[src/rtl/muxbus_demux_pkg.sv]
package muxbus_demux_pkg;

    typedef enum logic {
        SPACE_MEM = 1'b0,
        SPACE_IO  = 1'b1
    } space_e;

    localparam int unsigned NUM_SPACES = 2;

    typedef struct packed {
        logic mem_rd_n;
        logic mem_wr_n;
        logic io_rd_n;
        logic io_wr_n;
    } strobe_t;

    localparam strobe_t STROBE_IDLE = '{mem_rd_n: 1'b1, mem_wr_n: 1'b1,
                                        io_rd_n: 1'b1, io_wr_n: 1'b1};

endpackage

[src/rtl/addr_lo_capture.sv]
module addr_lo_capture #(
    parameter int unsigned LO_W = 8
) (
    input  logic            clk,
    input  logic            rst_n,
    input  logic            addr_valid,
    input  logic [LO_W-1:0] ad_bus,
    output logic [LO_W-1:0] addr_lo
);

    typedef struct packed {
        logic [LO_W-1:0] held;
    } cap_state_t;

    cap_state_t state_d;
    cap_state_t state_q;

    always_comb begin
        state_d = state_q;
        if (addr_valid) begin
            state_d.held = ad_bus;
        end
    end

    always_ff @(posedge clk) begin
        if (!rst_n) begin
            state_q <= '0;
        end else begin
            state_q <= state_d;
        end
    end

    // Transparent while the strobe is high; the register holds once it falls.
    assign addr_lo = addr_valid ? ad_bus : state_q.held;

endmodule

[src/rtl/strobe_decode.sv]
module strobe_decode
    import muxbus_demux_pkg::*;
(
    input  logic    space_io,
    input  logic    rd_n,
    input  logic    wr_n,
    output strobe_t strobes,
    output logic    to_cpu,
    output logic    fault
);

    logic                  rd_req;
    logic                  wr_req;
    logic [NUM_SPACES-1:0] rd_act;
    logic [NUM_SPACES-1:0] wr_act;

    always_comb begin
        fault  = !rd_n && !wr_n;
        rd_req = !rd_n && !fault;
        wr_req = !wr_n && !fault;
    end

    for (genvar s = 0; s < NUM_SPACES; s++) begin : g_space
        localparam space_e SPACE = space_e'(s);
        assign rd_act[s] = rd_req && (space_e'(space_io) == SPACE);
        assign wr_act[s] = wr_req && (space_e'(space_io) == SPACE);
    end

    always_comb begin
        strobes          = STROBE_IDLE;
        strobes.mem_rd_n = !rd_act[SPACE_MEM];
        strobes.mem_wr_n = !wr_act[SPACE_MEM];
        strobes.io_rd_n  = !rd_act[SPACE_IO];
        strobes.io_wr_n  = !wr_act[SPACE_IO];
        to_cpu           = |rd_act;
    end

endmodule

[src/rtl/muxbus_demux.sv]
module muxbus_demux
    import muxbus_demux_pkg::*;
#(
    parameter int unsigned LO_W = 8,
    parameter int unsigned HI_W = 8,
    localparam int unsigned ADDR_W = LO_W + HI_W
) (
    input  logic              clk,
    input  logic              rst_n,
    input  logic              addr_valid,
    input  logic [LO_W-1:0]   ad_bus,
    input  logic [HI_W-1:0]   addr_hi,
    input  logic              space_io,
    input  logic              rd_n,
    input  logic              wr_n,
    output logic [ADDR_W-1:0] addr,
    output logic              mem_rd_n,
    output logic              mem_wr_n,
    output logic              io_rd_n,
    output logic              io_wr_n,
    output logic              xcvr_to_cpu,
    output logic              bus_fault
);

    logic [LO_W-1:0] addr_lo;
    strobe_t         strobes;

    addr_lo_capture #(.LO_W(LO_W)) u_capture (
        .clk        (clk),
        .rst_n      (rst_n),
        .addr_valid (addr_valid),
        .ad_bus     (ad_bus),
        .addr_lo    (addr_lo)
    );

    strobe_decode u_decode (
        .space_io (space_io),
        .rd_n     (rd_n),
        .wr_n     (wr_n),
        .strobes  (strobes),
        .to_cpu   (xcvr_to_cpu),
        .fault    (bus_fault)
    );

    assign addr     = {addr_hi, addr_lo};
    assign mem_rd_n = strobes.mem_rd_n;
    assign mem_wr_n = strobes.mem_wr_n;
    assign io_rd_n  = strobes.io_rd_n;
    assign io_wr_n  = strobes.io_wr_n;

endmodule

[config.mk]
export PLATFORM = sky130hd
export DESIGN_NAME = muxbus_demux
export DESIGN_NICKNAME = d
export VERILOG_FILES = /design/src/rtl/muxbus_demux_pkg.sv /design/src/rtl/addr_lo_capture.sv /design/src/rtl/strobe_decode.sv /design/src/rtl/muxbus_demux.sv
export SDC_FILE = /design/constraint.sdc
export NUM_CORES = 1
export LEC_CHECK = 0
export CORE_MARGIN = 2
export CORE_UTILIZATION = 30
export DETAILED_ROUTE_END_ITERATION = 10
export GPL_ROUTABILITY_DRIVEN = 0
export PLACE_DENSITY = 0.8
export SETUP_SLACK_MARGIN = 0.5
export SLEW_MARGIN = 20
export SYNTH_ARGS = -nofsm -noshare
export SYNTH_HDL_FRONTEND = slang
export SYNTH_SLANG_ARGS = --single-unit
[constraint.sdc]
create_clock -name clk -period 1.6 [get_ports clk]
set_clock_uncertainty 0.1 [all_clocks]
set_input_delay 0.32 -clock clk [delete_from_list [all_inputs] [get_ports clk]]
set_output_delay 0.32 -clock clk [all_outputs]
set_load 0.02 [all_outputs]
==> run_results.csv <==
group,metric,value,unit
place,postPlaceCellArea,713,um2
drt,viasPerCell,4.35,
floorplan,core,0.00133,mm2
global_route,grt_pass1_vias,344,
floorplan,rows,13,
floorplan,die-area,0.00179,mm2
global_route,grt_pass1_wl,1500,um
setup_path,cp-end-kind,"primary output",
clock_tree,cts_buffers,3,
status,status,"finished, final reports clean",
logic_synthesis,ys_seq_area_share,36.4,%
final_layout,nNetsFinal,89,
setup_path,worst_ep_required_time,1180,ps
setup_path,arrival,990,ps
final_layout,top_regs,"u_capture.state_q (8)",
power,leakage,0.374,nW
drt,antenna_left,0,
global_route,grtUsageTotal,11.2,%
run,cap_violations,0,
sta,finalHoldViolCount,0,
final_layout,fillCellCount,129,
logic_synthesis,synthCells,39,
drt,route.detailed.drc,0,
logic_synthesis,synth-warning-count,0,
setup_path,r2r_cells,2,
drt,first_pass_iters,2,
clock_tree,cts_buffer_depth,2,
logic_synthesis,syn_area,440,um2
setup_path,r2r_end,"u_capture.state_q[5]$_SDFF_PN0_",
logic_synthesis,synth-seq-cells,8,
floorplan,die_h,42.3,um
clock_tree,postCtsHoldBufs,0,
setup_path,endpoint,"addr[6]",
global_route,grt_antenna_before_repair,0,
power,irDropWorstVdd,0.000561,V
setup_path,cpMostUsedCell,"buf_6",
sta,setup_viol,0,
logic_synthesis,ys_types,12,
drt,drt_wl_total,980,um
clock_tree,clk_pin_slew_worst_paths,60,ps
setup_path,worstSetupStartpoint,"addr_valid",
sta,hold_slack,429,ps
final_layout,diodes,0,
setup_path,cp_slowest_stage_delay,310,ps
final_layout,fin_area,774,um2
floorplan,initial_utilization,33.0,%
logic_synthesis,synth-adder-area-share,0,%
sta,slew_headroom,84.1,%
clock_tree,htreeDepth,1,
clock_tree,cts_root_buf,"clkbuf_4",
place,placed_cells,76,
global_route,grt_overflow,0,
floorplan,pin_count,44,
logic_synthesis,syn-num-nets,61,
sta,drv_slew,0,
sta,rsz0062_at_grt,"true",
final_layout,fin_util,58.1,%
sta,period_minus_slack,1410,ps
setup_path,crit_slowest_cell,"mux2_4",
power,power,0.558,mW
setup_path,critical_path_class,"in2out",
setup_path,start_kind,"primary input",
global_route,grt_max_degree,9,
sta,worst_pin_slew,237,ps
place,dp_slack,-640,ps
logic_synthesis,synth_compound_gate_area_share,0,%
power,p_per_area,720,mW/mm2
final_layout,largest_register_ffs,8,
drt,vias,348,
final_layout,regMostFlops,"u_capture.state_q",
setup_path,rr_startpoint,"u_capture.state_q[5]$_SDFF_PN0_",
floorplan,dieWidth,42.3,um
logic_synthesis,yosys.area_share.simple,20.2,%
logic_synthesis,synth_top_family_by_area,"multiplexers",
place,numPortBuffers,27,
drt,drt_iter0_markers,5,
logic_synthesis,synthXorXnorAreaFrac,0,%
setup_path,path_max_fanout,8,
drt,detail_route.wl_per_cell,12.3,um
logic_synthesis,synthMuxAreaShare,27.3,%
sta,timing.fmax,0.707,GHz
logic_synthesis,avgSynthCellArea,11.3,um2
final_layout,synthToLayoutAreaGrowth,75.9,%
clock_tree,cts.sinks,8,
sta,finalCritPeriodShare,88.3,%
worst_hold_path,hp-class,"in2reg",
sta,setup-tns-final,0,ps
final_layout,layout.cells.non_filler,80,
clock_tree,cts_tree,"done",
sta,fin_ws,186,ps
final_layout,layout-drive-gt1-share,60.0,%
setup_path,r2r_slack,680,ps
clock_tree,worstSkewPairLatency,250,ps
setup_path,cp_cell_sequence,"buf_6 > buf_12 > mux2_4 > buf_6",
[area by class of cell]
type,count,area [um2],area share (%)
Timing Repair Buffer,32,344,44.4
Multi-Input combinational cell,22,229,29.6
Tap cell,15,18.8,2.42
Clock buffer,3,22.5,2.91
Sequential cell,8,160,20.7
[what timing repair did]
action                                  in CTS  in global routing
pin swaps                                    3                  0
gates cloned                                 0                  0
gates resized for setup                    115                  1
setup buffers                                0                  1
hold endpoints to repair                     0                  0
endpoints found under the setup margin      22                 14
[synth_stat cells]
cell type / n / area, um2
nand2b_1: 1 / 6.26
and2_4: 1 / 8.76
nand2_1: 1 / 3.75
mux2_4: 8 / 120
nor2_1: 1 / 3.75
or3b_2: 1 / 8.76
and2_1: 7 / 43.8
nor2b_1: 1 / 6.26
buf_4: 8 / 60.1
nand3b_1: 1 / 7.51
dfxtp_1: 8 / 160
buf_6: 1 / 11.3
[how the worst min path moves through the flow]
stage,from,end,slack [ps],depth (start not counted)
after global placement,u_capture.state_q[2]$_SDFF_PN0_,u_capture.state_q[2]$_SDFF_PN0_,450,2
after floorplan,rst_n,u_capture.state_q[0]$_SDFF_PN0_,350,1
final,ad_bus[0],u_capture.state_q[0]$_SDFF_PN0_,430,3
after detailed placement,u_capture.state_q[1]$_SDFF_PN0_,u_capture.state_q[1]$_SDFF_PN0_,460,2
after CTS,ad_bus[0],u_capture.state_q[0]$_SDFF_PN0_,420,3
after global routing,ad_bus[0],u_capture.state_q[0]$_SDFF_PN0_,440,3
[metal layers]
layer  global-route usage, %  share of wire (%)  vias up
met3                    4.74                7.0        0
met2                    17.8                 53       12
li1                        -                  -      173
met1                    12.8                 40      163
met4                    5.00                  0        0
met5                       0                  0        -
[critical path: cells and delay by family]
family   cells  cell delay (ps)
mux          1              310
buf+inv      3              350
[logic make-up after synthesis]
| family | count (synthesis) |
|---|---|
| AND/OR/NAND/NOR | 14 |
| multiplexers | 8 |
| buffers and inverters | 9 |
| flip-flops | 8 |
[cells in the final DEF, fill, tap and decap left out, drive strengths merged]
| master | count |
|---|---|
| and2 | 8 |
| nor2b | 1 |
| buf | 23 |
| mux2 | 8 |
| nand2 | 1 |
| clkbuf | 3 |
| dfxtp | 8 |
| clkdlybuf4s50 | 1 |
| nand2b | 1 |
| nor2 | 1 |
| dlygate4sd2 | 8 |
| nand3b | 1 |
| or3b | 1 |
[report_power, final]
part	total, mW	leakage [nW]	switching, mW	internal (mW)
combinational	0.187	0.295	0.0730	0.114
sequential	0.214	0.0661	0.00296	0.211
clock	0.157	0.0138	0.0709	0.0860
total	0.558	0.374	0.147	0.411
Power figures use the tool's default switching activity.
